<file path="config.mk">
export PLATFORM = sky130hd
export DESIGN_NAME = aw_walker
export DESIGN_NICKNAME = d
export VERILOG_FILES = /design/src/rtl/aw_pkg.sv /design/src/rtl/aw_probe_gen.sv /design/src/rtl/aw_seq.sv /design/src/rtl/aw_walker.sv
export SDC_FILE = /design/constraint.sdc
export NUM_CORES = 1
export LEC_CHECK = 0
export BUFFER_PORTS_ARGS = -buffer_cell sky130_fd_sc_hd__buf_2
export CORE_MARGIN = 3
export CORE_UTILIZATION = 42
export DETAILED_ROUTE_END_ITERATION = 10
export GPL_TIMING_DRIVEN = 0
export SLEW_MARGIN = 20
export SYNTH_ARGS = -nofsm -noshare
export SYNTH_HDL_FRONTEND = slang
export SYNTH_SLANG_ARGS = --single-unit
export TNS_END_PERCENT = 1
</file>
<file path="constraint.sdc">
create_clock -name clk -period 2.5 [get_ports clk]
set_input_delay 0.25 -clock clk [delete_from_list [all_inputs] [get_ports clk]]
set_output_delay 0.25 -clock clk [all_outputs]
set_load 0.02 [all_outputs]
</file>
<file path="src/rtl/aw_pkg.sv">
package aw_pkg;

    typedef enum logic [3:0] {
        S_IDLE,
        S_C_RD0,
        S_C_SAVE,
        S_C_RD1,
        S_C_CHK1,
        S_C_RD2,
        S_C_CHK2,
        S_A_RDP,
        S_A_WRP,
        S_A_RDB,
        S_A_CHK,
        S_A_FIX,
        S_DONE
    } aw_state_e;

    typedef enum logic [2:0] {
        WD_NONE,
        WD_INV_RD,
        WD_SAVE,
        WD_INV_SAVE,
        WD_PSAVE
    } aw_wsel_e;

    typedef struct packed {
        logic     en;
        logic     we;
        logic     at_probe;
        aw_wsel_e wsel;
    } aw_cmd_t;

    // Memory command issued in each state.
    function automatic aw_cmd_t cmd_of(aw_state_e s);
        aw_cmd_t c;
        c = '{en: 1'b0, we: 1'b0, at_probe: 1'b0, wsel: WD_NONE};
        case (s)
            S_C_RD0, S_C_RD1, S_C_RD2, S_A_RDB: c.en = 1'b1;
            S_A_RDP:  c = '{en: 1'b1, we: 1'b0, at_probe: 1'b1, wsel: WD_NONE};
            S_C_SAVE: c = '{en: 1'b1, we: 1'b1, at_probe: 1'b0, wsel: WD_INV_RD};
            S_C_CHK1: c = '{en: 1'b1, we: 1'b1, at_probe: 1'b0, wsel: WD_SAVE};
            S_A_WRP:  c = '{en: 1'b1, we: 1'b1, at_probe: 1'b1, wsel: WD_INV_SAVE};
            S_A_CHK:  c = '{en: 1'b1, we: 1'b1, at_probe: 1'b1, wsel: WD_PSAVE};
            S_A_FIX:  c = '{en: 1'b1, we: 1'b1, at_probe: 1'b0, wsel: WD_SAVE};
            default:  ;
        endcase
        return c;
    endfunction

    // States that issue a read and therefore wait while hold is high.
    function automatic logic is_read_issue(aw_state_e s);
        return (s == S_C_RD0) || (s == S_C_RD1) || (s == S_C_RD2) ||
               (s == S_A_RDP) || (s == S_A_RDB);
    endfunction

endpackage

</file>
<file path="src/rtl/aw_probe_gen.sv">
module aw_probe_gen #(
    parameter int AW     = 12,
    parameter int LO_BIT = 0,
    localparam int BW    = (AW > 1) ? $clog2(AW) : 1
) (
    input  logic          clk,
    input  logic          rst,
    input  logic          load,
    input  logic          step,
    input  logic [AW-1:0] base_in,
    output logic [AW-1:0] base_q,
    output logic [AW-1:0] probe_addr,
    output logic [BW-1:0] bit_idx,
    output logic          last
);
    localparam logic [BW-1:0] FIRST = BW'(LO_BIT);
    localparam logic [BW-1:0] FINAL = BW'(AW - 1);
    localparam logic [AW-1:0] ONE   = AW'(1);

    logic [BW-1:0] bit_q;

    always_ff @(posedge clk) begin
        if (rst) begin
            base_q <= '0;
            bit_q  <= FIRST;
        end else if (load) begin
            base_q <= base_in;
            bit_q  <= FIRST;
        end else if (step) begin
            bit_q  <= bit_q + 1'b1;
        end
    end

    assign probe_addr = base_q ^ (ONE << bit_q);
    assign bit_idx    = bit_q;
    assign last       = (bit_q == FINAL);
endmodule

</file>
<file path="src/rtl/aw_seq.sv">
module aw_seq
    import aw_pkg::*;
#(
    parameter int DW     = 16,
    parameter int AW     = 12,
    localparam int BW    = (AW > 1) ? $clog2(AW) : 1
) (
    input  logic          clk,
    input  logic          rst,
    input  logic          start,
    input  logic          hold,
    input  logic [DW-1:0] rdata,
    input  logic          last,
    input  logic [BW-1:0] bit_idx,
    output logic          load,
    output logic          step,
    output logic          mem_en,
    output logic          mem_we,
    output logic          at_probe,
    output logic [DW-1:0] wdata,
    output logic          busy,
    output logic          done,
    output logic          pass,
    output logic          fail,
    output logic          fail_cell,
    output logic [BW-1:0] fail_bit
);
    aw_state_e     state_q, state_d;
    aw_cmd_t       cmd;
    logic [DW-1:0] save_q, psave_q;
    logic          set_pass, set_cell, set_addr;

    assign cmd = cmd_of(state_q);

    always_comb begin
        state_d  = state_q;
        load     = 1'b0;
        step     = 1'b0;
        set_pass = 1'b0;
        set_cell = 1'b0;
        set_addr = 1'b0;
        case (state_q)
            S_IDLE:   if (start && !hold) begin
                          state_d = S_C_RD0;
                          load    = 1'b1;
                      end
            S_C_RD0:  if (!hold) state_d = S_C_SAVE;
            S_C_SAVE: state_d = S_C_RD1;
            S_C_RD1:  if (!hold) state_d = S_C_CHK1;
            S_C_CHK1: if (rdata != ~save_q) begin
                          state_d  = S_DONE;
                          set_cell = 1'b1;
                      end else state_d = S_C_RD2;
            S_C_RD2:  if (!hold) state_d = S_C_CHK2;
            S_C_CHK2: if (rdata != save_q) begin
                          state_d  = S_DONE;
                          set_cell = 1'b1;
                      end else state_d = S_A_RDP;
            S_A_RDP:  if (!hold) state_d = S_A_WRP;
            S_A_WRP:  state_d = S_A_RDB;
            S_A_RDB:  if (!hold) state_d = S_A_CHK;
            S_A_CHK:  if (rdata != save_q) state_d = S_A_FIX;
                      else if (last) begin
                          state_d  = S_DONE;
                          set_pass = 1'b1;
                      end else begin
                          state_d = S_A_RDP;
                          step    = 1'b1;
                      end
            S_A_FIX:  begin
                          state_d  = S_DONE;
                          set_addr = 1'b1;
                      end
            default:  state_d = S_IDLE;
        endcase
    end

    always_ff @(posedge clk) begin
        if (rst) begin
            state_q   <= S_IDLE;
            save_q    <= '0;
            psave_q   <= '0;
            pass      <= 1'b0;
            fail      <= 1'b0;
            fail_cell <= 1'b0;
            fail_bit  <= '0;
        end else begin
            state_q <= state_d;
            if (state_q == S_C_SAVE) save_q  <= rdata;
            if (state_q == S_A_WRP)  psave_q <= rdata;
            if (load) begin
                pass      <= 1'b0;
                fail      <= 1'b0;
                fail_cell <= 1'b0;
                fail_bit  <= '0;
            end
            if (set_pass) pass <= 1'b1;
            if (set_cell) begin
                fail      <= 1'b1;
                fail_cell <= 1'b1;
            end
            if (set_addr) begin
                fail     <= 1'b1;
                fail_bit <= bit_idx;
            end
        end
    end

    always_comb begin
        case (cmd.wsel)
            WD_INV_RD:   wdata = ~rdata;
            WD_SAVE:     wdata = save_q;
            WD_INV_SAVE: wdata = ~save_q;
            WD_PSAVE:    wdata = psave_q;
            default:     wdata = '0;
        endcase
    end

    assign mem_en   = cmd.en && !(is_read_issue(state_q) && hold);
    assign mem_we   = cmd.we;
    assign at_probe = cmd.at_probe;
    assign busy     = (state_q != S_IDLE);
    assign done     = (state_q == S_DONE);
endmodule

</file>
<file path="src/rtl/aw_walker.sv">
module aw_walker #(
    parameter int AW     = 12,
    parameter int DW     = 16,
    parameter int LO_BIT = 0,
    localparam int BW    = (AW > 1) ? $clog2(AW) : 1
) (
    input  logic          clk,
    input  logic          rst,
    input  logic          start,
    input  logic          hold,
    input  logic [AW-1:0] base_addr,
    output logic          busy,
    output logic          done,
    output logic          pass,
    output logic          fail,
    output logic          fail_cell,
    output logic [BW-1:0] fail_bit,
    output logic          mem_en,
    output logic          mem_we,
    output logic [AW-1:0] mem_addr,
    output logic [DW-1:0] mem_wdata,
    input  logic [DW-1:0] mem_rdata
);
    logic          load, step, last, at_probe;
    logic [AW-1:0] base_q, probe_addr;
    logic [BW-1:0] bit_idx;

    aw_probe_gen #(.AW(AW), .LO_BIT(LO_BIT)) u_gen (
        .clk        (clk),
        .rst        (rst),
        .load       (load),
        .step       (step),
        .base_in    (base_addr),
        .base_q     (base_q),
        .probe_addr (probe_addr),
        .bit_idx    (bit_idx),
        .last       (last)
    );

    aw_seq #(.DW(DW), .AW(AW)) u_seq (
        .clk       (clk),
        .rst       (rst),
        .start     (start),
        .hold      (hold),
        .rdata     (mem_rdata),
        .last      (last),
        .bit_idx   (bit_idx),
        .load      (load),
        .step      (step),
        .mem_en    (mem_en),
        .mem_we    (mem_we),
        .at_probe  (at_probe),
        .wdata     (mem_wdata),
        .busy      (busy),
        .done      (done),
        .pass      (pass),
        .fail      (fail),
        .fail_cell (fail_cell),
        .fail_bit  (fail_bit)
    );

    assign mem_addr = at_probe ? probe_addr : base_q;
endmodule

</file>
==> metrics.txt, run 1 <==
Post-CTS Setup Repair Bufs=0; RSZ-0062 raised after global routing=yes; Detailed Route WL=9715 um; CTS Root Cell=clkbuf_8; grt total ovfl=0; Routed Antenna Nets=0; wire per inst=15.28 um; largest net degree at the start of global routing=11; clock slew at reported path FFs=approximately 70 ps; Slew Limit Headroom=27.69%; crit path time final=2469 ps; post-DR vias/cell=5.341; top post-synthesis cells by area=dfxtp_1 36%, nand2_1 14%, a21oi_1 11%; WP data arrival=approximately 2200 ps; post-synth top area share=36.48%; clk buf depth=2; post-synthesis cell count=between 400 and 500; syn_nets=around 500; gr usage total=a little under a quarter; Clock Sinks=59; #FFs+latches synth=between 50 and 60; Synth area leader=dfxtp_1; Clock Skews=between 9 and 10 ps; number of flops mapped to enable cells by yosys=0; first-pass GRT wire length=approximately 16000 um; Max-Cap Viols=0; met2 WL post-DR=4891 um; Hold Slack=around 140 ps; sequential fraction of the synthesis area=36.48%; IO buf count=70; crit-path max FO=10; post-synthesis async set-or-reset flop share=0%; cell at the slowest stage of the critical path=dfxtp_1; Critical Path Stages=8; drt pass-1 iters=4; metal1 wirelength=4232 um; top_reg_cell synth=dfxtp_1; Worst R2R Setup Slack=roughly 31 ps; worst reg2reg path depth=6; CP endpoint=mem_wdata[13]; die width=~94 um; detailed-route DRC error count=0; Starting Density=a little over two fifths; NumNets Final=570; CP bufs+invs=4; synthesized area=around 3200 sq um; HP Class=input pin to flip-flop; total leakage power=roughly 1.6 nW; number of global-route vias before repair=between 3000 and 4000; reg2reg start=u_seq.save_q[14]; Least-Margin Pin Slew=roughly 1100 ps; max incr delay on CP=between 300 and 400 ps; met3 wire len=approximately 480 um; post-route cell area=around 4000 sq um; Hold Buf Count CTS=0; Worst Setup SP=u_seq.state_q[0]; detailed-route via count=approximately 3400; FILL cells=a little under 800; Worst EP required=between 2000 and 2500 ps; most common cell in the synthesized netlist=nand2_1; Most common cell on crit path=clkbuf_4; TritonCTS clock tree=built; crit-path cells=clkbuf_1 > clkbuf_4 > nand3_2 > o21ai_4 > clkbuf_4 > a21oi_1 > o211ai_1 > buf_2; gpl congestion=between 0.9 and 1; R2R Path End=u_seq.state_q[1]; Die H=around 94 um; top cells by count, synth=123 x nand2_1, 74 x a21oi_1, 59 x dfxtp_1; io pins=71; DRT iter0 DRCs=between 150 and 200; Num CTS Buffers=9; layout cell share with drive strength beyond 1=around 20%; Max Clk Rate=around 410 MHz; antenna diode count=0; # rows=31; critical path class=flip-flop to output port; Synthesis Warnings=0; Area Overhead vs Synth=24.46%; Tcrit/Tclk final=approximately 99%; H-tree depth=3; CP top delay family=buffers and inverters; Pins Over Slew Limit=0; initial antenna violation count=0; DP Area=about 3700 sq um; core area=~7400 sq um; die area=about 8800 sq um; Top Metal Used=met4; dpl hpwl=7224 um; Final Hold Violating Endpoints=0; Setup violations, final=0; HP Start=base_addr[2]; Pwr Density=563.4 nW/um^2; Clk Latency, worst-skew pair=340 ps; Distinct cells, synth=45; CP Capture Type=output port; Critical Path Start Type=flip-flop; Peak VDD IR=0.3061 mV; status=finished clean; syn_area_per_cell=between 7 and 8 sq um
[sequential cells by signal, indices dropped and copies added (netlist names), 4 cells and up]
signal / flops
u_gen.bit_idx: 4
u_seq.psave_q: 16
u_gen.base_q: 12
u_seq.fail_bit: 4
u_seq.save_q: 16
u_seq.state_q: 4
[repair_timing]
item / in CTS / in global routing
endpoints found under the setup margin: 29 / 38
hold endpoints to repair: 0 / 0
resized for setup: 17 / 10
[cell type report]
type	count	area, sq um	share of cell area [%]
timing repair buffer	70	350.3	8.693
inverter	7	26.28	0.6520
clock buffer	11	141.4	3.508
buffer	27	121.4	3.011
multi-input combinational	358	1983	49.21
sequential	59	1184	29.37
clock inverter	5	100.1	2.484
tap	99	123.9	3.074
[logic make-up after synthesis]
family                     share of synthesized area [%]
and+or+nand+nor                                    27.67
AOI/OAI and AO/OA                                  21.68
DFF                                                36.48
buffers and inverters                              3.980
xor gates and xnor gates                           7.573
adders and majority gates                          2.318
muxes                                             0.3091
[how the worst min path moves through the flow]
stage	end	slack, ps	depth (start not counted)
global placement	u_seq.fail_cell	440	1
global route	u_gen.base_q[10]	140	3
CTS	u_gen.base_q[2]	130	3
finish	u_gen.base_q[2]	140	3
floorplan	u_seq.psave_q[0]	390	2
detailed placement	u_seq.fail_cell	440	1
[power breakdown]
group / internal [mW] / leakage [nW] / switching (mW) / total [mW]
Clock: 0.686 / 0.123 / 0.385 / 1.07
Combinational: 0.0801 / 0.982 / 0.150 / 0.230
Sequential: 0.957 / 0.478 / 0.0122 / 0.969
[worst register-to-register path, cell delays in order (launching register included)]
cell      delay (ps)
dfxtp_2          340
xor2_1           180
or4_4            560
or4_1            530
buf_4            170
or3_4            340
a311oi_2         260
[placed cells by master, fill, tap and decap left out, types with 4 or more instances in the layout]
master / n
o21ai_0: 8
buf_2: 71
o211ai_1: 17
clkbuf_8: 10
xor2_1: 17
or4_1: 6
nand2_1: 123
ha_1: 6
clkbuf_1: 17
nor3_1: 4
inv_1: 7
nand2b_1: 6
a21oi_1: 74
nand4_1: 6
xnor2_1: 11
clkbuf_2: 6
nand3_1: 12
dfxtp_1: 57
nor2_1: 25
[per-layer routing]
layer | GRT usage (%) | vias up
met5 | 0 | -
met4 | 6.137 | 0
met3 | 5.689 | 11
met2 | 38.50 | 77
met1 | 29.34 | 1589
li1 | - | 1720
[per-stage QoR]
stage / util (%) / power (mW) / worst slack [ps] / cells / TNS, ps
floorplan: - / 1.121 / 170.8 / 451 / 0
global placement: 50.37 / 1.212 / -279.4 / 620 / -2595
detailed placement: 50.37 / 1.215 / -291.5 / 620 / -2477
CTS: 54.23 / 2.287 / 23.95 / 636 / 0
global route: 54.69 / 2.356 / -159.2 / 636 / -1746
finish: 54.69 / 2.271 / 31.41 / 636 / 0
(Power assumes the default switching activity.)
==> inputs of run 2 (changes only) <==
Settings changed: CORE_UTILIZATION 42 to 50, PLACE_DENSITY set to 0.74.
Clock period 2.5 ns to 2.7 ns, I/O delays scaled along.
==> run 2 against run 1 <==
  * Wire length is 4.2% lower
  * Via count rose by 3.7%
  * Cell area down 3.3%
  * Global-route usage rose by 3.1 points
  * Critical path depth decreased by 1
  * Register-to-register slack improved by 170 ps
  * Die area shrank 15%
  * Count of clock-buffer cells in the layout did not move
  * Critical endpoint unchanged
  * Highest routed layer unchanged
==> metrics.txt, run 2 (same netlist as run 1, synthesis figures left out) <==
Int Power=1.475 mW (-14%); die width=86.48 um (-7.8%); Num CTS Buffers=9 (unchanged); core area=6096 sq um (-17%); Clock Skews=9.196 ps (+0.07142 ps); CP Capture Type=output port; Starting Density=53.12% (+9.2 points); Pwr Density=511.4 nW/um^2 (-9.2%); total leakage power=1.543 nW (-2.5%); Largest regs=u_seq.psave_q: 16 flops, u_seq.save_q: 16 flops, u_gen.base_q: 12 flops; Clk Latency, worst-skew pair=350 ps (about the same); post-DR vias/cell=5.774 (+8.1%); post-route cell area=3899 sq um (-3.3%); cell at the slowest stage of the critical path=dfxtp_1; dpl hpwl=6795 um (-5.9%); largest net degree at the start of global routing=12 (+1); crit path time final=2543 ps; max incr delay on CP=460 ps (+150 ps); Tcrit/Tclk final=roughly 94%; grt total ovfl=0 (unchanged); initial antenna violation count=0 (unchanged); detailed-route DRC error count=0 (unchanged); NumNets Final=568 (-0.35%); area of the multi-input gates=1932 sq um (-2.6%); Area Overhead vs Synth=20.40%; Least-Margin Pin Slew=989.7 ps (-86.67 ps); Clock Sinks=59 (unchanged); Sw Share=26.04% (+1.9 points); Psw=0.5192 mW (-5.1%); Max-Cap Viols=0 (unchanged); gr usage total=26.11% (+3.1 points); wire per inst=15.26 um (about the same); clock slew at reported path FFs=70 ps (about the same); Slew Limit Headroom=33.41% (+5.7 points); Detailed Route WL=9310 um (-4.2%); Sequential Power Share=45.2% (+2.5 points); drt pass-1 iters=6 (+2); Die H=86.48 um (-7.8%); CTS Root Cell=clkbuf_8; Peak VDD IR=0.4203 mV (+37%); antenna diode count=0 (unchanged); crit-path max FO=10 (unchanged); layout cell share with drive strength beyond 1=17.94% (-2.5 points); TritonCTS clock tree=built; critical path class=flip-flop to output port; H-tree depth=3 (unchanged); GR met2 Demand/Resource=44.65% (+6.1 points); die area=7478 sq um (-15%); Worst EP required=2430 ps (+180 ps); clk buf depth=2 (unchanged); commonest non-fill, non-tap cell in the layout=nand2_1; combinational power share=10.2% (about the same); Final Hold Violating Endpoints=0 (unchanged); Pins Over Slew Limit=0 (unchanged); Final Util=63.96% (+9.3 points); RSZ-0062 raised after global routing=no; Critical Path Start Type=flip-flop; sequential cell area=1182 sq um (-0.11%); grt peak-use layer=met2; Setup violations, final=0 (unchanged); grt met3 use=4.087% (-1.6 points); Post-CTS Setup Repair Bufs=0 (unchanged); # rows=28 (-9.7%); Routed Antenna Nets=0 (unchanged); IO buf count=70 (unchanged); Hold Slack=152.3 ps (+11.46 ps); io pins=71 (unchanged); Non-Filler Instances=610 (-4.1%); DRT iter0 DRCs=200 (+2.6%); number of global-route vias before repair=3248 (+2.2%); CP bufs+invs=3 (-1); setup TNS after final layout=0 ps (unchanged); detailed-route via count=3522 (+3.7%); HP Class=input pin to flip-flop; crit-path cells=clkbuf_2 > nand3_1 > o21ai_2 > clkbuf_4 > a21oi_1 > o211ai_1 > buf_2; FILL cells=601 (-23%); met1 usage=33.18% (+3.8 points); placed cell count=596 (-3.9%); gpl congestion=0.8992 (-0.68%); Max Clk Rate=~390 MHz; status=finished clean; clock network power share=44.6% (-2.6 points); DP Area=3682 sq um (-0.81%); WP data arrival=2270 ps (+50 ps); CP top delay family=buffers and inverters; first-pass GRT wire length=15400 um (-1.9%); most frequent cells in the layout=123 x nand2_1, 74 x a21oi_1, 71 x buf_2, 58 x dfxtp_1, 26 x nor2_1
run 2: changes by cell type in the layout (fill, tap and decap cells not counted), sizes merged:
cell / delta
buf: -1
clkbuf: -1
bufinv: -1
clkinvlp: +1
run 2: cell type report:
class	count	share of cell area [%]
plain buffers	25	2.696
multi-input cells	358	49.55
well taps	75	2.407
clock inverters	5	1.990
repair buffers	70	8.986
flip-flops and latches	59	30.33
inverters	7	0.6739
clock buffers	11	3.370
run 2: metrics by stage:
stage	power (mW)	worst slack, ps
after global routing	2.060	17.47
after CTS	1.999	2.705
after global placement	1.119	24.88
final	1.994	157.3
after floorplan	1.038	370.8
after detailed placement	1.123	-31.31
run 2: power groups by stage:
| stage | Sequential [mW] | Combinational, mW | Clock (mW) |
|---|---|---|---|
| 3_3_place_gp | 0.916 | 0.203 | 0 |
| 5_1_grt | 0.903 | 0.224 | 0.932 |
| 6_report | 0.901 | 0.204 | 0.889 |
| 4_1_cts | 0.898 | 0.206 | 0.895 |
| 3_5_place_dp | 0.917 | 0.206 | 0 |
| 2_1_floorplan | 0.915 | 0.123 | 0 |
run 2: tightest hold or removal path: cells and delay by family:
kind | cells | cell delay (ps)
and+or+nand+nor | 1 | 40
AOI/OAI and AO/OA | 1 | 50
buffers and inverters | 1 | 90
run 2: path summary, 6_finish.rpt:
kind,depth (start not counted),slack [ps],endpoint,from
worst max-delay path,7,160,mem_wdata[13],u_seq.state_q[0]
worst min register to register,2,460,u_seq.psave_q[2],u_seq.psave_q[2]
worst max register to register,6,200,u_seq.state_q[1],u_seq.save_q[5]
worst min-delay path,3,150,u_gen.base_q[8],base_addr[8]
run 2: layer usage:
metal  part of all wire (%)  vias to the layer above  wire, um
met3                    6.4                       13       598
met1                     42                     1648      3928
met2                     50                      140      4655
met5                      0                        -         0
li1                       -                     1721         -
met4                    1.4                        0       127
run 2: timing repair:
item,4_1_cts,5_1_grt
cloned,0,0
setup endpoints to repair,11,25
resized for setup,4,8
pin swaps,0,0
hold buffers,0,0
